File: src/rtl/tick_watchdog_pkg.sv
// Package: register word indices and configuration bit positions shared by
// the watchdog modules. Assumes a word-addressed register bus.
package tick_watchdog_pkg;
    localparam int unsigned REG_COUNT   = 0;  // live down-counter
    localparam int unsigned REG_CFG     = 1;  // source select and disable
    localparam int unsigned CFG_SRC_BIT = 0;  // 1: crystal tick, 0: alternate
endpackage

File: src/rtl/twd_regbank.sv
// Register bank: decodes bus accesses, holds the configuration bits and
// returns registered read data one cycle after the read strobe.
// Assumes the disable flag is the top data bit.
module twd_regbank #(
    parameter int DATA_W = 32,
    parameter int ADDR_W = 2
) (
    input  logic              clk,
    input  logic              rst_n,
    input  logic              bus_we,
    input  logic              bus_re,
    input  logic [ADDR_W-1:0] bus_addr,
    input  logic [DATA_W-1:0] bus_wdata,
    input  logic [DATA_W-1:0] cnt_val,
    output logic              cnt_wr,
    output logic              cfg_xtal,
    output logic              cfg_dis,
    output logic [DATA_W-1:0] bus_rdata
);
    import tick_watchdog_pkg::*;

    localparam int DIS_BIT = DATA_W - 1;

    logic              cfg_wr;
    logic [DATA_W-1:0] cfg_word;

    // Address decode for the two writable registers.
    always_comb begin
        cnt_wr = bus_we && (bus_addr == ADDR_W'(REG_COUNT));
        cfg_wr = bus_we && (bus_addr == ADDR_W'(REG_CFG));
    end

    // Configuration register update.
    always_ff @(posedge clk) begin
        if (!rst_n) begin
            cfg_xtal <= 1'b0;
            cfg_dis  <= 1'b0;
        end else if (cfg_wr) begin
            cfg_xtal <= bus_wdata[CFG_SRC_BIT];
            cfg_dis  <= bus_wdata[DIS_BIT];
        end
    end

    // Configuration readback image: unimplemented bits read zero.
    always_comb begin
        cfg_word              = '0;
        cfg_word[CFG_SRC_BIT] = cfg_xtal;
        cfg_word[DIS_BIT]     = cfg_dis;
    end

    // Registered read data mux, held between reads.
    always_ff @(posedge clk) begin
        if (!rst_n) begin
            bus_rdata <= '0;
        end else if (bus_re) begin
            if (bus_addr == ADDR_W'(REG_COUNT))
                bus_rdata <= cnt_val;
            else if (bus_addr == ADDR_W'(REG_CFG))
                bus_rdata <= cfg_word;
            else
                bus_rdata <= '0;
        end
    end
endmodule

File: src/rtl/twd_tick_sel.sv
// Tick selector: passes the crystal tick or the alternate tick to the
// counter. Assumes both ticks are already synchronous one-cycle enables.
module twd_tick_sel (
    input  logic cfg_xtal,
    input  logic xtal_tick,
    input  logic alt_tick,
    output logic tick
);
    // Source mux.
    always_comb tick = cfg_xtal ? xtal_tick : alt_tick;
endmodule

File: src/rtl/twd_counter.sv
// Countdown core: loads on a bus write, steps down on each tick while above
// one, freezes under the disable flag and decodes the reset request.
// Assumes a load outranks a tick in the same cycle.
module twd_counter #(
    parameter int DATA_W = 32
) (
    input  logic              clk,
    input  logic              rst_n,
    input  logic              cnt_wr,
    input  logic [DATA_W-1:0] wr_val,
    input  logic              tick,
    input  logic              hold,
    output logic [DATA_W-1:0] cnt,
    output logic              rst_req
);
    localparam logic [DATA_W-1:0] ONE = DATA_W'(1);

    logic can_step;

    // Counting is allowed only above one and while not frozen.
    always_comb can_step = tick && !hold && (cnt > ONE);

    // Counter state: load first, then decrement.
    always_ff @(posedge clk) begin
        if (!rst_n)
            cnt <= '0;
        else if (cnt_wr)
            cnt <= wr_val;
        else if (can_step)
            cnt <= cnt - ONE;
    end

    // Reset request while parked at one and not masked.
    always_comb rst_req = (cnt == ONE) && !hold;
endmodule

File: src/rtl/tick_watchdog.sv
// Top: watchdog with a register bank, tick selector and countdown core.
// Assumes a synchronous active-low bus reset and a word-addressed bus.
module tick_watchdog #(
    parameter int DATA_W = 32,
    parameter int ADDR_W = 2
) (
    input  logic              clk,
    input  logic              rst_n,
    input  logic              bus_we,
    input  logic              bus_re,
    input  logic [ADDR_W-1:0] bus_addr,
    input  logic [DATA_W-1:0] bus_wdata,
    output logic [DATA_W-1:0] bus_rdata,
    input  logic              xtal_tick,
    input  logic              alt_tick,
    output logic              sys_rst_req
);
    logic              cnt_wr;
    logic              cfg_xtal;
    logic              cfg_dis;
    logic              tick_sel;
    logic [DATA_W-1:0] cnt_q;

    twd_regbank #(.DATA_W(DATA_W), .ADDR_W(ADDR_W)) u_regs (
        .clk       (clk),
        .rst_n     (rst_n),
        .bus_we    (bus_we),
        .bus_re    (bus_re),
        .bus_addr  (bus_addr),
        .bus_wdata (bus_wdata),
        .cnt_val   (cnt_q),
        .cnt_wr    (cnt_wr),
        .cfg_xtal  (cfg_xtal),
        .cfg_dis   (cfg_dis),
        .bus_rdata (bus_rdata)
    );

    twd_tick_sel u_sel (
        .cfg_xtal  (cfg_xtal),
        .xtal_tick (xtal_tick),
        .alt_tick  (alt_tick),
        .tick      (tick_sel)
    );

    twd_counter #(.DATA_W(DATA_W)) u_cnt (
        .clk     (clk),
        .rst_n   (rst_n),
        .cnt_wr  (cnt_wr),
        .wr_val  (bus_wdata),
        .tick    (tick_sel),
        .hold    (cfg_dis),
        .cnt     (cnt_q),
        .rst_req (sys_rst_req)
    );
endmodule

File: config.mk
export PLATFORM = sky130hd
export DESIGN_NAME = tick_watchdog
export DESIGN_NICKNAME = d
export VERILOG_FILES = /design/src/rtl/tick_watchdog_pkg.sv /design/src/rtl/twd_regbank.sv /design/src/rtl/twd_tick_sel.sv /design/src/rtl/twd_counter.sv /design/src/rtl/tick_watchdog.sv
export SDC_FILE = /design/constraint.sdc
export NUM_CORES = 1
export LEC_CHECK = 0
export ABC_AREA = 0
export CORE_UTILIZATION = 57
export CTS_BUF_LIST = sky130_fd_sc_hd__clkbuf_8 sky130_fd_sc_hd__clkbuf_16
export CTS_CLUSTER_SIZE = 10
export DETAILED_ROUTE_END_ITERATION = 7
export DONT_BUFFER_PORTS = 1
export GPL_TIMING_DRIVEN = 1
export PLACE_DENSITY = 0.82
export SKIP_CTS_REPAIR_TIMING = 1
export SYNTH_ARGS = -nofsm -noshare
export SYNTH_HDL_FRONTEND = slang
export SYNTH_SLANG_ARGS = --single-unit
File: constraint.sdc
create_clock -name clk -period 2.26 [get_ports clk]
set_input_delay 0.452 -clock clk [delete_from_list [all_inputs] [get_ports clk]]
set_output_delay 0.452 -clock clk [all_outputs]
set_load 0.05 [all_outputs]
# [Word level (Yosys, flattened, before mapping)]
# Cells that the tools add are included.
[word_totals] elab_cells=21 input_bits=40 output_inout_bits=33 register_bits=66
[op_classes] mux=5 n_eq_ne=2 addsub=1 reduce_logical=8 n_lt_le_gt_ge=1
[ops] op="32-bit two-way mux" n=4
[ops] op="32-bit by 1-bit equality test with 1-bit output, second input constant" n=1
[ops] op="32-bit by 1-bit > comparator with 1-bit output, second input constant" n=1
[ops] op="32-bit by 1-bit subtractor with 32-bit output, second input constant" n=1
[ops] op="1-bit logical AND" n=5
[ops] op="2-bit by 1-bit equality test with 1-bit output, second input constant" n=1
[ops] op="2-bit zero test" n=1
[ops] op="2-bit nonzero test" n=1
[ops] op="1-bit zero test" n=1
[ops] op="1-bit two-way mux" n=1

# [Logic depth before layout (Yosys ltp)]
# Gate-level depths: netlist (run 1).
[logic_depth] depth_word=5 mapped_depth=8 depth_no_buf=7

# [Modules after synthesis]
# From an unflattened synthesis (run 1), not the netlist that was laid out.
[unflattened] hier_cells=332 area_unflattened_um2=3135.5
[modules_own_cells] mod="twd_counter" seq_area_each_um2=640.6 instances=1 cells_each=245 area_each_um2=1996.9
[modules_own_cells] mod="twd_regbank" seq_area_each_um2=680.7 instances=1 cells_each=86 area_each_um2=1123.6
[modules_own_cells] mod="twd_tick_sel" seq_area_each_um2=0.0 instances=1 cells_each=1 area_each_um2=15.0

# [Worst setup path after synthesis (run 1)]
# No wires, ideal clock.
[synth_path] path_type="register to output" start="reg u_cnt.cnt[8]" end="out sys_rst_req" path_slack_ps=-67 t_required_ps=1808 n_path_buf=0 arrival_time_ps=1875 path_stages_with_launch=5 cell_sequence="dfxtp_1 > or4_4 > or3_4 > nor3_1 > and4b_1"
[synth_between] elab_chain_cells=2
[synth_rtl] element="start: declaration" line_no="twd_counter.sv:13" rtl="output logic [DATA_W-1:0] cnt,"
[synth_rtl] element="start signal: assignment" line_no="twd_counter.sv:28" rtl="cnt <= wr_val;"
[synth_rtl] element="start signal: assignment" line_no="twd_counter.sv:30" rtl="cnt <= cnt - ONE;"
[synth_rtl] element="32-bit by 1-bit equality test with 1-bit output" line_no="twd_counter.sv:34" rtl="always_comb rst_req = (cnt == ONE) && !hold;"
[synth_rtl] element="1-bit logical AND" line_no="twd_counter.sv:34"
[synth_rtl] element="end: declaration" line_no="tick_watchdog.sv:16" rtl="output logic sys_rst_req"
# Every way passes these cells.

# [Worst setup path after layout (run 1)]
[layout_path] start="reg u_cnt.cnt[11]" end="out sys_rst_req"
# Same word-level chain as after synthesis.

==> results of run 1 <==
[flip-flops by register name, summed over array words and instances, names as in the netlist]
name,cells
u_cnt.cnt,32
u_regs.bus_rdata,32
u_regs.cfg_dis,1
u_regs.cfg_xtal,1
[metrics by stage]
step	instance area, sq um	util [%]	hold WS (ns)
after detailed placement	3530	64.1	0.519
after CTS	3710	67.4	0.225
after global routing	3820	69.4	0.233
after floorplan	3280	-	0.483
final	3820	69.4	0.226
after global placement	3530	64.1	0.507
[kinds of logic (layout without fill, tap and decap cells)]
group	after synthesis	in the layout	synth area share, %
adder cells (fa/ha/maj)	2	2	0.764
AND/OR/NAND/NOR	163	163	30.0
AO/OA/AOI/OAI	123	123	22.7
XOR/XNOR	4	4	1.07
flip-flops	66	66	40.3
buffers and inverters	31	58	3.63
multiplexers	5	5	1.53
[final cells by class]
| class | instances | area [sq um] |
|---|---|---|
| fill | 443 | 1690 |
| multi-input combinational | 297 | 1910 |
| sequential | 66 | 1320 |
| inverter | 6 | 22.5 |
| tap | 72 | 90.1 |
| timing repair buffer | 36 | 295 |
| clock buffer | 11 | 151 |
| clock inverter | 5 | 30.0 |
[Yosys cell counts, types with 4 or more instances]
cell type / n
or4_1: 12
nand2_1: 8
mux2i_1: 5
nor2b_1: 30
nand4b_1: 4
dfxtp_1: 66
and2_1: 4
nor3_1: 7
inv_1: 5
o31ai_1: 10
a31oi_1: 25
or2_2: 5
a21oi_1: 34
nand3_1: 8
or3_1: 19
o21ai_0: 38
clkbuf_1: 23
nor2_1: 45
nand2b_1: 4
[cells in the final DEF, fill, tap and decap left out, drive strengths merged, types with 5 or more instances in the layout]
| master | instances |
|---|---|
| nor2 | 45 |
| nor4 | 6 |
| or2 | 5 |
| nor2b | 30 |
| o311ai | 5 |
| o21ai | 39 |
| nand3 | 8 |
| or3 | 20 |
| clkbuf | 11 |
| nand2 | 8 |
| mux2i | 5 |
| dfxtp | 66 |
| or4 | 15 |
| buf | 36 |
| o31ai | 10 |
| nor3 | 7 |
| inv | 7 |
| a31oi | 25 |
| a21oi | 34 |
[worst paths after layout]
check                                      end  slack [ns]
min reg2reg         u_cnt.cnt[28]$_SDFFE_PN0P_        0.54
max                                sys_rst_req       -0.36
min          u_regs.bus_rdata[31]$_SDFFE_PN0P_        0.23
max reg2reg          u_cnt.cnt[2]$_SDFFE_PN0P_       -0.08
[power groups by stage]
stage / sequential [uW] / clock, uW / combinational [uW]
2_1_floorplan: 1350 / 0 / 495
3_3_place_gp: 1360 / 0 / 706
3_5_place_dp: 1360 / 0 / 727
4_1_cts: 1340 / 913 / 738
5_1_grt: 1350 / 967 / 944
6_report: 1350 / 917 / 868
[critical path, cell delays in order, from the launching register on]
cell and delay (ns):
dfxtp_1 0.31, or4_4 0.54, or3_4 0.42, nor3_4 0.12
and4b_2 0.28, buf_12 0.14
[metal layers]
metal	up-vias	track usage [%]	share of wire [%]
met4	0	16.2	2.2
met2	109	44.4	46
met5	-	0	0
li1	1495	-	-
met1	1473	35.4	44
met3	20	7.65	7.5
==> flow_summary.toml, run 1 <==
[detailed_routing]
drc = 0
wire_per_inst_um = 17.5
wl_um = 8610
viasPerCell = 6.28
dr.pass1.iters = 4
ant_nets = 0
vias = 3097
drtIter0Drc = 217

[grt]
grt_pass1_wl_um = 13600
grt_max_degree = 46
grt_util_all_layers_pct = 28.5
grt-ovfl-total = 0
grt_pass1_vias = 2850
grt_antenna_before_repair = 0

[sta]
finalClockSkew_ns = 0.0127
max_freq_mhz = 382
rsz0062_at_grt = "yes"
setup_ws_ns = -0.361
hold_viol = 0
drv_slew = 0
period_needed_ns = 2.62
slew_headroom_pct = 55.6
tightestPinTransition_ns = 0.665
finalSetupViolations = 6
post-route-period-util_pct = 116
tns_ns = -0.599

[floorplanning]
dieArea_sq_mm = 0.00605
ios = 73
num_rows = 27
initial_core_util_pct = 59.5
die_y_um = 77.8
die_w_um = 77.8
core_area_sq_mm = 0.00551

[power]
p_int_uw = 2080
p_per_area_mw_per_mm2 = 820
clkPwrFrac_pct = 29.3
pwr-share-seq_pct = 43.0
combPwrFrac_pct = 27.7
vdd_ir_drop_max_uv = 548
total_power_uw = 3130
p_leak_uw = 0.00140
switchingPower_uw = 1050
p_sw_share_pct = 33.6

[logic_synthesis]
ys_ff_latch = 66
synth_nets = 436
synth_area_sq_mm = 0.00328
async_flop_share_pct = 0
synth_cells = 394
ys_seq_area_share_pct = 40.3
synth_top_area_share_pct = 40.3
synth_cell_types = 46
yosys.area.top_type = "dfxtp_1"
synth-edff-count = 0
synth_ff_type = "dfxtp_1"
ys_warn_count = 0
synth.avg_cell_area_sq_um = 8.31
synthTopCellsByArea = "dfxtp_1 40%, o21ai_0 5.8%, nor2b_1 5.7%, a21oi_1 5.2%, nor2_1 5.2%"

[setup_path]
worst_ep_required_time_ns = 1.81
crit_type = "reg -> out"
r2r.worst_path.cells = 6
crit_path_end_kind = "output port"
cp.arrival_ns = 2.17
reg2reg_from = "u_cnt.cnt[11]$_SDFFE_PN0P_"
worstSetupStartpointType = "register"
cp_max_fo = 4
crit_start = "u_cnt.cnt[11]$_SDFFE_PN0P_"

[clocking]
clk_pin_slew_worst_paths_ns = 0.07
clock-sinks = 66
tritoncts = "built"
h-tree-depth = 3
cts-root-buf = "clkbuf_8"
cts_buffer_depth = 2
cts_buffers = 9
clock_latency_ns = 0.36

[finish]
num_antenna_cells = 0
nNetsFinal = 458
finalNonFillerCells = 493
drive_above_1_share_pct = 19.0
syn_to_final_growth_pct = 16.6

[status]
status = "finished with violations"
violations = "negative setup slack"

[place]
hpwl_um = 5490
place.gp.congestion = 0.886
preCtsSetupSlack_ns = -0.0153
dp.cells = 472
io_buffers = 0

[min_path]
hp-class = "in -> reg"
min_path_cells = 1
worstHoldStart = "rst_n"

[flow_run]
maxCapViolations = 0
(Power assumes the default switching activity.)
==> run 2: changes to the inputs <==
--- a/config.mk
+++ b/config.mk
@@ -6,7 +6,9 @@
 export NUM_CORES = 1
 export LEC_CHECK = 0
 export ABC_AREA = 0
-export CORE_UTILIZATION = 57
+export CELL_PAD_IN_SITES_DETAIL_PLACEMENT = 1
+export CELL_PAD_IN_SITES_GLOBAL_PLACEMENT = 1
+export CORE_UTILIZATION = 42
 export CTS_BUF_LIST = sky130_fd_sc_hd__clkbuf_8 sky130_fd_sc_hd__clkbuf_16
 export CTS_CLUSTER_SIZE = 10
 export DETAILED_ROUTE_END_ITERATION = 7
@@ -17,3 +19,4 @@
 export SYNTH_ARGS = -nofsm -noshare
 export SYNTH_HDL_FRONTEND = slang
 export SYNTH_SLANG_ARGS = --single-unit
+export TNS_END_PERCENT = 50
==> run 2 against run 1 <==
  * The run still ends with negative setup slack left
  * Critical endpoint unchanged
  * Core utilization shrank 16 points
  * Final area grew 2.6%
  * Global-route usage shrank 4.1 points
  * Highest routed layer unchanged
  * Die area grew 35%
  * Largest power group unchanged
==> flow_summary.toml, run 2 (synthesized netlist as in run 1, its figures left out) <==
[status]
status = "finished with violations"
violations = "negative setup slack"

[power]
vdd_ir_drop_max_uv = 315
p_per_area_mw_per_mm2 = 831
p_leak_uw = 0.00143
total_power_uw = 3260

[floorplanning]
die_y_um = 90.3
core_area_sq_mm = 0.00741
dieArea_sq_mm = 0.00816
initial_core_util_pct = 44.2
ios = 73
num_rows = 31
die_w_um = 90.3

[finish]
nNetsFinal = 461
largestRegisters = "u_cnt.cnt (32), u_regs.bus_rdata (32)"
syn_to_final_growth_pct = 19.6
drive_above_1_share_pct = 20.1
mostFrequentLayoutCell = "dfxtp_1"
finalNonFillerCells = 522
num_antenna_cells = 0
fillers = 873
final_cell_mix = "64 x dfxtp_1, 44 x nor2_1, 37 x o21ai_0"
fin_util_pct = 52.9
stdcell_area_sq_mm = 0.00392

[detailed_routing]
viasPerCell = 6.01
vias = 3139
wire_per_inst_um = 19.1
ant_nets = 0
wl_um = 9970
drc = 0
dr.pass1.iters = 5
drtIter0Drc = 220

[flow_run]
maxCapViolations = 0

[grt]
grtUsageMet3_pct = 6.31
grt_pass1_wl_um = 15800
grt_util_met1_pct = 29.9
grt_antenna_before_repair = 0
grt-ovfl-total = 0
grt_pass1_vias = 3142
busiest_layer = "met2"
met2_usage_pct = 41.3
grt_util_all_layers_pct = 24.5
grt_max_degree = 46

[sta]
max_freq_mhz = 389
setup_ws_ns = -0.311
slew_headroom_pct = 53.6
drv_slew = 0
post-route-period-util_pct = 114
tightestPinTransition_ns = 0.695
hold_viol = 0
finalSetupViolations = 5
period_needed_ns = 2.57
whs_ns = 0.238
rsz0062_at_grt = "yes"
finalClockSkew_ns = 0.00817

[place]
placed_area_sq_mm = 0.00356
io_buffers = 0
place.gp.congestion = 0.927
hpwl_um = 6500
dp.cells = 499

[setup_path]
worst_ep_required_time_ns = 1.81
crit_type = "reg -> out"
cp_max_fo = 4
worstSetupStartpointType = "register"
cp.arrival_ns = 2.12
crit_path_end_kind = "output port"

[clocking]
cts_buffer_depth = 2
cts-root-buf = "clkbuf_8"
clock-sinks = 66
clock_latency_ns = 0.35
tritoncts = "built"
h-tree-depth = 3
clk_pin_slew_worst_paths_ns = 0.07
cts_buffers = 9

[min_path]
hp-class = "in -> reg"
==> run 2: area by class of cell <==
| cell class | count | area, sq um | share of cell area (%) |
|---|---|---|---|
| Multi-Input combinational cell | 297 | 1950 | 49.7 |
| Sequential cell | 66 | 1320 | 33.8 |
| Timing Repair Buffer | 39 | 315 | 8.05 |
| Clock buffer | 10 | 138 | 3.51 |
| Tap cell | 99 | 124 | 3.16 |
| Clock inverter | 5 | 48.8 | 1.25 |
| Inverter | 6 | 22.5 | 0.575 |
==> run 2: per-stage QoR <==
step	TNS, ns	setup slack, ns
after CTS	-0.424	-0.378
after detailed placement	-0.0380	-0.0380
after floorplan	0	0.0369
final	-0.752	-0.311
after global placement	0	0.0326
after global routing	-1.20	-0.383
==> run 2: per-layer routing <==
metal	vias up	part of all wire (%)
li1	1505	-
met2	78	50
met3	14	5.9
met1	1542	43
met4	0	1.4
met5	-	0
==> run 2: critical path, cell delays in order (launching register included) <==
cell,delay [ns]
dfxtp_2,0.32
or4_4,0.56
or3_4,0.38
nor3_2,0.10
and4b_2,0.28
buf_12,0.14
==> run 2: path summary, 6_finish.rpt <==
check,slack [ns],end,startpoint,cells after the start
setup / recovery,-0.31,sys_rst_req,u_cnt.cnt[8]$_SDFFE_PN0P_,5
hold / removal,0.24,u_regs.bus_rdata[0]$_SDFFE_PN0P_,rst_n,1
setup reg to reg,-0.20,u_cnt.cnt[1]$_SDFFE_PN0P_,u_cnt.cnt[8]$_SDFFE_PN0P_,6
hold reg to reg,0.56,u_regs.cfg_xtal$_SDFFE_PN0P_,u_regs.cfg_xtal$_SDFFE_PN0P_,2
==> run 2: report_power, final <==
part / internal [uW] / switching, uW
clock: 522 / 446
sequential: 1240 / 118
combinational: 417 / 516
total: 2180 / 1080
